### config.mk
export PLATFORM = sky130hd
export DESIGN_NAME = ide_cfg_port
export DESIGN_NICKNAME = d
export VERILOG_FILES = /design/src/rtl/ide_cfg_pkg.sv /design/src/rtl/ide_cfg_ptr.sv /design/src/rtl/ide_cfg_bank.sv /design/src/rtl/ide_cfg_rdmux.sv /design/src/rtl/ide_cfg_port.sv
export SDC_FILE = /design/constraint.sdc
export NUM_CORES = 1
export LEC_CHECK = 0
export BUFFER_PORTS_ARGS = -buffer_cell sky130_fd_sc_hd__buf_2
export CORE_ASPECT_RATIO = 0.9
export CORE_UTILIZATION = 30
export CTS_CLUSTER_DIAMETER = 120
export CTS_CLUSTER_SIZE = 40
export DETAILED_ROUTE_END_ITERATION = 6
export SYNTH_ARGS = -nofsm -noshare
export SYNTH_HDL_FRONTEND = slang
export SYNTH_SLANG_ARGS = --single-unit
### constraint.sdc
create_clock -name clk -period 6.5 [get_ports clk]
set_clock_uncertainty 0.2 [all_clocks]
set_input_delay 0.975 -clock clk [delete_from_list [all_inputs] [get_ports clk]]
set_output_delay 0.975 -clock clk [all_outputs]
set_load 0.02 [all_outputs]
### src/rtl/ide_cfg_pkg.sv
package ide_cfg_pkg;

    localparam int DATA_W    = 16;
    localparam int BYTE_W    = 8;
    localparam int IDX_W     = 3;
    localparam int RA_W      = 10;
    localparam int NUM_BANKS = 2;
    localparam int LAST_IDX  = 6;

    typedef enum logic [IDX_W-1:0] {
        SLOT_CMD_BASE = 3'd0,
        SLOT_GEN_CFG  = 3'd1,
        SLOT_RA_LO    = 3'd2,
        SLOT_RA_CFG   = 3'd3,
        SLOT_CTL_BASE = 3'd4,
        SLOT_DATA_TIM = 3'd5,
        SLOT_CTRL_TIM = 3'd6,
        SLOT_EMPTY    = 3'd7
    } slot_e;

    // Bit order matters: host software writes these positions.
    typedef struct packed {
        logic             auto_inc;
        logic             post_wait;
        logic             burst_dis;
        logic             devsel_med;
        logic             bank;
        logic [IDX_W-1:0] idx;
    } ptr_t;

    typedef struct packed {
        logic dma_en;
        logic drv_rst;
        logic iordy_en;
        logic byte_port;
        logic irq_low;
        logic pwr_save;
        logic bus_master;
        logic io_en;
    } gen_cfg_t;

    typedef struct packed {
        logic [DATA_W-1:0] cmd_base;
        logic [DATA_W-1:0] ctl_base;
        gen_cfg_t          gen;
        logic [RA_W-1:0]   ra_count;
        logic              ra_en;
        logic [BYTE_W-1:0] data_tim;
        logic [BYTE_W-1:0] ctrl_tim;
    } bank_regs_t;

    localparam logic [BYTE_W-1:0] PTR_RESET   = 8'h50;
    localparam logic [BYTE_W-1:0] PTR_RD_MASK = 8'hDF;
    localparam logic [BYTE_W-1:0] GEN_RESET   = 8'h01;
    localparam logic [BYTE_W-1:0] GEN_RD_MASK = 8'hFB;

    function automatic logic [IDX_W-1:0] next_slot(input logic [IDX_W-1:0] cur);
        return (cur >= IDX_W'(LAST_IDX)) ? '0 : cur + 1'b1;
    endfunction

    function automatic logic [DATA_W-1:0] widen_byte(input logic [BYTE_W-1:0] b);
        return {{(DATA_W-BYTE_W){1'b0}}, b};
    endfunction

endpackage

### src/rtl/ide_cfg_ptr.sv
module ide_cfg_ptr
    import ide_cfg_pkg::*;
(
    input  logic              clk,
    input  logic              rst,
    input  logic              ptr_wr,
    input  logic [BYTE_W-1:0] ptr_wdata,
    input  logic              data_access,
    output ptr_t              ptr_q
);

    always_ff @(posedge clk) begin
        if (rst) begin
            ptr_q <= ptr_t'(PTR_RESET);
        end else if (ptr_wr) begin
            ptr_q <= ptr_t'(ptr_wdata);
        end else if (data_access && ptr_q.auto_inc) begin
            ptr_q.idx <= next_slot(ptr_q.idx);
        end
    end

endmodule

### src/rtl/ide_cfg_bank.sv
module ide_cfg_bank
    import ide_cfg_pkg::*;
#(
    parameter logic [DATA_W-1:0] CMD_RST  = 16'h01F0,
    parameter logic [DATA_W-1:0] CTL_RST  = 16'h03F6,
    parameter logic [BYTE_W-1:0] DTIM_RST = 8'hF5,
    parameter logic [BYTE_W-1:0] CTIM_RST = 8'hDE
) (
    input  logic              clk,
    input  logic              rst,
    input  logic              wr,
    input  logic [IDX_W-1:0]  idx,
    input  logic [DATA_W-1:0] wdata,
    output bank_regs_t        regs_q,
    output logic              fifo_clr_q,
    output logic [DATA_W-1:0] rd_val
);

    always_ff @(posedge clk) begin
        if (rst) begin
            regs_q.cmd_base <= CMD_RST;
            regs_q.ctl_base <= CTL_RST;
            regs_q.gen      <= gen_cfg_t'(GEN_RESET);
            regs_q.ra_count <= '0;
            regs_q.ra_en    <= 1'b0;
            regs_q.data_tim <= DTIM_RST;
            regs_q.ctrl_tim <= CTIM_RST;
            fifo_clr_q      <= 1'b0;
        end else begin
            fifo_clr_q <= 1'b0;
            if (wr) begin
                case (slot_e'(idx))
                    SLOT_CMD_BASE: regs_q.cmd_base <= wdata;
                    SLOT_GEN_CFG:  regs_q.gen      <= gen_cfg_t'(wdata[BYTE_W-1:0]);
                    SLOT_RA_LO:    regs_q.ra_count[BYTE_W-1:0] <= wdata[BYTE_W-1:0];
                    SLOT_RA_CFG: begin
                        regs_q.ra_count[RA_W-1:BYTE_W] <= wdata[RA_W-BYTE_W-1:0];
                        regs_q.ra_en <= wdata[7];
                        fifo_clr_q   <= wdata[6];
                    end
                    SLOT_CTL_BASE: regs_q.ctl_base <= wdata;
                    SLOT_DATA_TIM: regs_q.data_tim <= wdata[BYTE_W-1:0];
                    SLOT_CTRL_TIM: regs_q.ctrl_tim <= wdata[BYTE_W-1:0];
                    default: ;
                endcase
            end
        end
    end

    always_comb begin
        case (slot_e'(idx))
            SLOT_CMD_BASE: rd_val = regs_q.cmd_base;
            SLOT_GEN_CFG:  rd_val = widen_byte(regs_q.gen & GEN_RD_MASK);
            SLOT_CTL_BASE: rd_val = regs_q.ctl_base;
            SLOT_DATA_TIM: rd_val = widen_byte(regs_q.data_tim);
            SLOT_CTRL_TIM: rd_val = widen_byte(regs_q.ctrl_tim);
            default:       rd_val = '0;
        endcase
    end

endmodule

### src/rtl/ide_cfg_rdmux.sv
module ide_cfg_rdmux
    import ide_cfg_pkg::*;
(
    input  ptr_t                            ptr,
    input  logic                            sel_data,
    input  logic [NUM_BANKS*DATA_W-1:0]     bank_rd,
    output logic [DATA_W-1:0]               rdata
);

    always_comb begin
        if (sel_data) begin
            rdata = bank_rd[ptr.bank*DATA_W +: DATA_W];
        end else begin
            rdata = widen_byte(ptr & PTR_RD_MASK);
        end
    end

endmodule

### src/rtl/ide_cfg_port.sv
module ide_cfg_port
    import ide_cfg_pkg::*;
#(
    parameter logic [DATA_W-1:0] PRI_CMD_RST = 16'h01F0,
    parameter logic [DATA_W-1:0] SEC_CMD_RST = 16'h0170,
    parameter logic [DATA_W-1:0] PRI_CTL_RST = 16'h03F6,
    parameter logic [DATA_W-1:0] SEC_CTL_RST = 16'h0376,
    parameter logic [BYTE_W-1:0] DTIM_RST    = 8'hF5,
    parameter logic [BYTE_W-1:0] CTIM_RST    = 8'hDE
) (
    input  logic                        clk,
    input  logic                        rst,
    input  logic                        sel_data,
    input  logic                        wr_en,
    input  logic                        rd_en,
    input  logic [15:0]                 wdata,
    output logic [15:0]                 rdata,
    output logic                        post_wait_o,
    output logic                        burst_dis_o,
    output logic                        devsel_med_o,
    output logic [31:0]                 cmd_base_o,
    output logic [31:0]                 ctl_base_o,
    output logic [15:0]                 gen_cfg_o,
    output logic [1:0]                  ide_rst_o,
    output logic [19:0]                 ra_count_o,
    output logic [1:0]                  ra_en_o,
    output logic [1:0]                  fifo_clr_o,
    output logic [15:0]                 data_tim_o,
    output logic [15:0]                 ctrl_tim_o
);

    ptr_t                        ptr_q;
    logic                        ptr_wr;
    logic                        data_access;
    logic                        data_wr;
    logic [NUM_BANKS*DATA_W-1:0] bank_rd;

    assign ptr_wr      = wr_en && !sel_data;
    assign data_access = sel_data && (wr_en || rd_en);
    assign data_wr     = sel_data && wr_en;

    ide_cfg_ptr u_ptr (
        .clk         (clk),
        .rst         (rst),
        .ptr_wr      (ptr_wr),
        .ptr_wdata   (wdata[BYTE_W-1:0]),
        .data_access (data_access),
        .ptr_q       (ptr_q)
    );

    assign post_wait_o  = ptr_q.post_wait;
    assign burst_dis_o  = ptr_q.burst_dis;
    assign devsel_med_o = ptr_q.devsel_med;

    for (genvar b = 0; b < NUM_BANKS; b++) begin : g_bank
        bank_regs_t regs;
        logic       bank_wr;

        assign bank_wr = data_wr && (ptr_q.bank == 1'(b));

        ide_cfg_bank #(
            .CMD_RST  ((b == 0) ? PRI_CMD_RST : SEC_CMD_RST),
            .CTL_RST  ((b == 0) ? PRI_CTL_RST : SEC_CTL_RST),
            .DTIM_RST (DTIM_RST),
            .CTIM_RST (CTIM_RST)
        ) u_bank (
            .clk        (clk),
            .rst        (rst),
            .wr         (bank_wr),
            .idx        (ptr_q.idx),
            .wdata      (wdata),
            .regs_q     (regs),
            .fifo_clr_q (fifo_clr_o[b]),
            .rd_val     (bank_rd[b*DATA_W +: DATA_W])
        );

        assign cmd_base_o[b*DATA_W +: DATA_W] = regs.cmd_base;
        assign ctl_base_o[b*DATA_W +: DATA_W] = regs.ctl_base;
        assign gen_cfg_o[b*BYTE_W +: BYTE_W]  = regs.gen;
        assign ide_rst_o[b]                   = regs.gen.drv_rst;
        assign ra_count_o[b*RA_W +: RA_W]     = regs.ra_count;
        assign ra_en_o[b]                     = regs.ra_en;
        assign data_tim_o[b*BYTE_W +: BYTE_W] = regs.data_tim;
        assign ctrl_tim_o[b*BYTE_W +: BYTE_W] = regs.ctrl_tim;
    end

    ide_cfg_rdmux u_rdmux (
        .ptr      (ptr_q),
        .sel_data (sel_data),
        .bank_rd  (bank_rd),
        .rdata    (rdata)
    );

endmodule

Word-level counts from Yosys, hierarchy flattened --
Index checks and enable logic that the tools add are counted.
Word-level totals: flip-flop bits (word level) 144, bits in latches 0, memory bits (writable) 0, memory bits (read-only) 0, input port bits 21, memories 0
Cells by class: $add $sub $neg 1, $mul 0, div/mod/pow operators 0, magnitude comparators 1, eq/ne operators 6, shift-type cells 1, multiplexer cells 7, bitwise logic cells 3, reduce and logical (&&, ||, !) cells 26
Operators by type and width (count):
- one-hot mux 16 bit (5 select lines) | 2
- variable part select 32 x 6 -> 16 bit | 1
- AND reduction 2 bit | 14
- two-way mux 16 bit | 1
- equality test 3 bit, second input constant | 3
- two-way mux 3 bit | 3
- equality test 3 x 2 -> 1 bit, second input constant | 2
- logical AND 1 bit | 6
- OR reduction 2 bit | 2
- adder 3 x 1 -> 3 bit, second input constant | 1
- equality test 3 x 1 -> 1 bit, second input constant | 1
- >= comparator 3 bit, second input constant | 1
- logical NOT 3 bit | 1
- NOT 1 bit | 3
- nonzero test 2 bit | 1
- logical NOT 1 bit | 1
- logical OR 1 bit | 1
- two-way mux 1 bit | 1

Depth between registers and ports, before layout --
depth after elaboration 5, mapped depth 9

By module --
Synthesis repeated with hierarchy kept, for this count alone.
Second synthesis, totals: cells, all modules 760, area, all modules 6712.7 µm²
Modules (own cells, without submodules):
- ide_cfg_bank (g_bank[0].u_bank) | times used 1, cells an instance 326, area an instance 2994.1 µm²
- ide_cfg_bank (g_bank[1].u_bank) | times used 1, cells an instance 345, area an instance 2982.9 µm²
- ide_cfg_ptr | times used 1, cells an instance 40, area an instance 374.1 µm²
- ide_cfg_rdmux | times used 1, cells an instance 43, area an instance 312.8 µm²
- ide_cfg_port | times used 1, cells an instance 6, area an instance 48.8 µm²

Worst setup path before layout --
No wires, ideal clock.
path kind in2out, from input sel_data, to output rdata[4], data arrival time 2051 ps, data required time 5325 ps, setup slack 3274 ps, stages on the path 4, path buffers 1, cell sequence buf_6 > inv_2 > nor2_1 > nor4_1
Between the ends: word-level cells in the longest chain between the ends 1
Ends and longest elaborated chain:
- from (decl) | line ide_cfg_port.sv:13 | input logic sel_data,
- two-way mux 16 bit | line ide_cfg_rdmux.sv:11 | if (sel_data) begin
- to (decl) | line ide_cfg_port.sv:17 | output logic [15:0] rdata,
Every way passes these cells.

Worst setup path after layout --
from register u_ptr.ptr_q[1] (netlist name), to output rdata[1]
Between the ends: word-level cells in the longest chain between the ends 4
Ends and longest elaborated chain:
- equality test 3 bit, or another cell as far along | line ide_cfg_bank.sv:51 | case (slot_e'(idx))
- one-hot mux 16 bit (5 select lines) | line ide_cfg_bank.sv:51
- variable part select 32 x 6 -> 16 bit | line ide_cfg_rdmux.sv:12 | rdata = bank_rd[ptr.bank*DATA_W +: DATA_W];
- two-way mux 16 bit (*) | line ide_cfg_rdmux.sv:11
Every way passes the cells marked *; elsewhere a longest branch is shown, timed or not.

==> impl_metrics.ini <==
[clocking]
cts_sinks = 144
htree_levels = 4
post-cts-setup-buffers = 0
clk_pin_slew_worst_paths_ns = 0.07
clk_path_buf_depth = 2
clock_latency_ns = 0.42
cts_buffers = 17
cts_tree = done
ctsHoldBuffers = 0
post_cts_resized = 0
cts-root-buf = clkbuf_16

[critical_path]
max_stage_delay_ns = 0.67
critical_path_class = reg2out
cp_slowest_cell = a222oi_1
startpoint_type = flop
regToRegSetupSlack_ns = 3.75
cp.required_ns = 5.32
cp-end-kind = output port
path_max_fanout = 22
worst_path_dominant_cell_family = compound AO/OA/AOI/OAI gates
critical_path.cell_chain = inv_1, ha_1, buf_4, a222oi_1, a21oi_1, nor4_1, nor3_1, buf_2
arrival_ns = 3.08
crit_buf_inv = 3

[flow_run]
maxCapViolations = 0

[power]
intPower_mw = 1.58
share_seq_of_total_power_pct = 42.7
p_clk_share_pct = 47.2
switching_share_pct = 26.2
power_switching_mw = 0.559
power.leakage_nw = 3.42
vdd_drop_max_mv = 0.149
power_frac_comb_pct = 10.1
p_per_area_nw_per_um2 = 265

[routing]
drt_iter0_drc = 519
avgRoutedWirePerCell_um = 18.6
drtAntennaViolNets = 0
via_per_inst = 5.05
drc = 0
vias = 6136
dr.pass1.iters = 7
finalWirelength_um = 22600

[die]
initial_core_util_pct = 30.5
die_area_um2 = 22500
fp.dieH_um = 143
core_um2 = 21600
rows = 51
pin_count = 178
die_x_um = 158

[grt]
grt_pass1_wl_um = 33900
grt_max_degree = 74
antenna_found_initial = 0
grt.overflow.total = 0
grt_pass1_vias = 5565
grt_usage_pct = 20.2

[synthesis]
syn-num-nets = 805
synth_area_per_cell_um2 = 8.45
async_flop_share_pct = 0
ys.flop_type = dfxtp_1
synth_top_cell_by_area = dfxtp_1
ys_top_cells_by_area = dfxtp_1 (44%), nand2_1 (12%), a21oi_1 (6.2%)
yosys_warnings = 0
synth_edf_count = 0
ys_ff_latch = 144
yosysUniqueCellTypes = 52
netlist_area_um2 = 6590
syn_inst = 779
synth_top_cell_area_share_pct = 43.8
ys_seq_area_share_pct = 43.8

[sta]
period_minus_slack_ns = 4.25
final_hold_viol_count = 0
finalSetupViolCount = 0
timing.fmax_ghz = 0.235
whs_ns = 0.251
final_max_slew_viol_count = 0
relSlewSlack_pct = 38.9
tightest_slew_ns = 0.916
period_share_pct = 65.4
rsz0062_at_grt = no
finalSetupTns_ns = 0

[hold_path]
hold_class = reg2reg

[finish]
nNetsFinal = 938
antenna_cells = 0
syn_to_final_growth_pct = 22.2
drive_gt1_share_pct = 26.1

[place]
gp_congestion = 0.866
dp_hpwl_um = 15700
port_buffers = 177

[status]
status = completed
[routing by layer]
metal  global-route usage, %  vias up  share of wire, %
met3                    4.90       18               7.1
met2                    29.8      234                44
met1                    29.2     2950                48
met4                    4.96        0               1.1
li1                        -     2934                 -
met5                       0        -                 0
[metrics by stage]
step	std cells	total power [mW]	cell area, um^2	setup slack [ns]	utilization (%)
floorplan	779	1.08	6590	3.27	-
global placement	1184	1.14	7440	2.78	34.5
detailed placement	1184	1.14	7440	2.82	34.5
CTS	1216	2.15	8050	2.36	37.3
global route	1216	2.21	8050	2.12	37.3
finish	1216	2.13	8050	2.25	37.3
[Yosys cell counts, drive strengths merged, types with 7 or more instances]
master / instances
nand3: 23
buf: 47
a21oi: 84
dfxtp: 144
a222oi: 9
inv: 8
a22oi: 12
a31oi: 7
nand2: 217
nor2: 41
o21ai: 21
mux2i: 23
mux4: 8
clkbuf: 22
a211oi: 7
nor2b: 12
nand3b: 52
[placed cells by master, fill, tap and decap left out, types with 3 or more instances in the layout]
| master | synthesis | final |
|---|---|---|
| a221oi_1 | 3 | 3 |
| nand3_1 | 23 | 23 |
| nor3_1 | 4 | 4 |
| o21ai_0 | 19 | 19 |
| nor2_1 | 35 | 35 |
| inv_1 | 7 | 7 |
| nor4_1 | 3 | 3 |
| mux4_2 | 8 | 8 |
| a31oi_1 | 7 | 7 |
| nand2_1 | 215 | 215 |
| mux2i_1 | 23 | 23 |
| a21oi_2 | 3 | 3 |
| ha_1 | 5 | 5 |
| a211oi_1 | 7 | 7 |
| nor2b_1 | 12 | 12 |
| clkinvlp_4 | 0 | 5 |
| a22oi_1 | 12 | 12 |
| nand2b_1 | 4 | 4 |
| a21oi_1 | 81 | 81 |
| nor2_8 | 3 | 3 |
| clkinv_4 | 0 | 3 |
| clkbuf_16 | 0 | 17 |
| dfxtp_1 | 144 | 144 |
| nand3b_1 | 51 | 51 |
| buf_4 | 17 | 7 |
| bufinv_16 | 0 | 3 |
| a222oi_1 | 9 | 9 |
| buf_2 | 20 | 176 |
[tightest hold or removal path: stages (launching register included)]
cell and delay, ns:
dfxtp_1 0.31, nand2_1 0.05, a21oi_1 0.05
[layout make-up]
class | instances | area (um^2)
fillers | 2302 | 13500
multi-input cells | 558 | 3230
flip-flops and latches | 144 | 2880
repair buffers | 183 | 933
clock buffers | 19 | 443
well taps | 291 | 364
clock inverters | 13 | 164
inverters | 8 | 30.0
[flip-flops by register name, indices dropped and copies added, names as in the netlist]
signal                    cells
g_bank.u_bank.regs_q        134
u_ptr.ptr_q                   8
g_bank.u_bank.fifo_clr_q      2
[cells by family after synthesis]
group	Yosys count	synth area share, %
buf+inv	77	7.16
flops	144	43.8
mux	31	6.23
simple gates	369	27.5
compound gates	153	14.4
fa+ha+maj	5	0.950
[power groups by stage]
stage	Combinational (mW)	Sequential, mW	Clock (mW)
floorplan	0.138	0.939	0
global placement	0.212	0.930	0
CTS	0.214	0.910	1.03
detailed placement	0.214	0.930	0
global route	0.231	0.912	1.07
finish	0.216	0.911	1.01
[final timing paths]
| path | end | from | cells past startpoint |
|---|---|---|---|
| worst max-delay path | rdata[1] | u_ptr.ptr_q[1]$_SDFFE_PP0P_ | 8 |
| worst min-delay path | g_bank[0].u_bank.regs_q[26]$_SDFFE_PP0P_ | g_bank[0].u_bank.regs_q[26]$_SDFFE_PP0P_ | 2 |
| worst max register to register | g_bank[1].u_bank.regs_q[61]$_SDFFE_PP0P_ | u_ptr.ptr_q[3]$_SDFFE_PP0P_ | 4 |
| worst min register to register | g_bank[0].u_bank.regs_q[26]$_SDFFE_PP0P_ | g_bank[0].u_bank.regs_q[26]$_SDFFE_PP0P_ | 2 |
No activity file was read; power rests on OpenSTA's default activity.
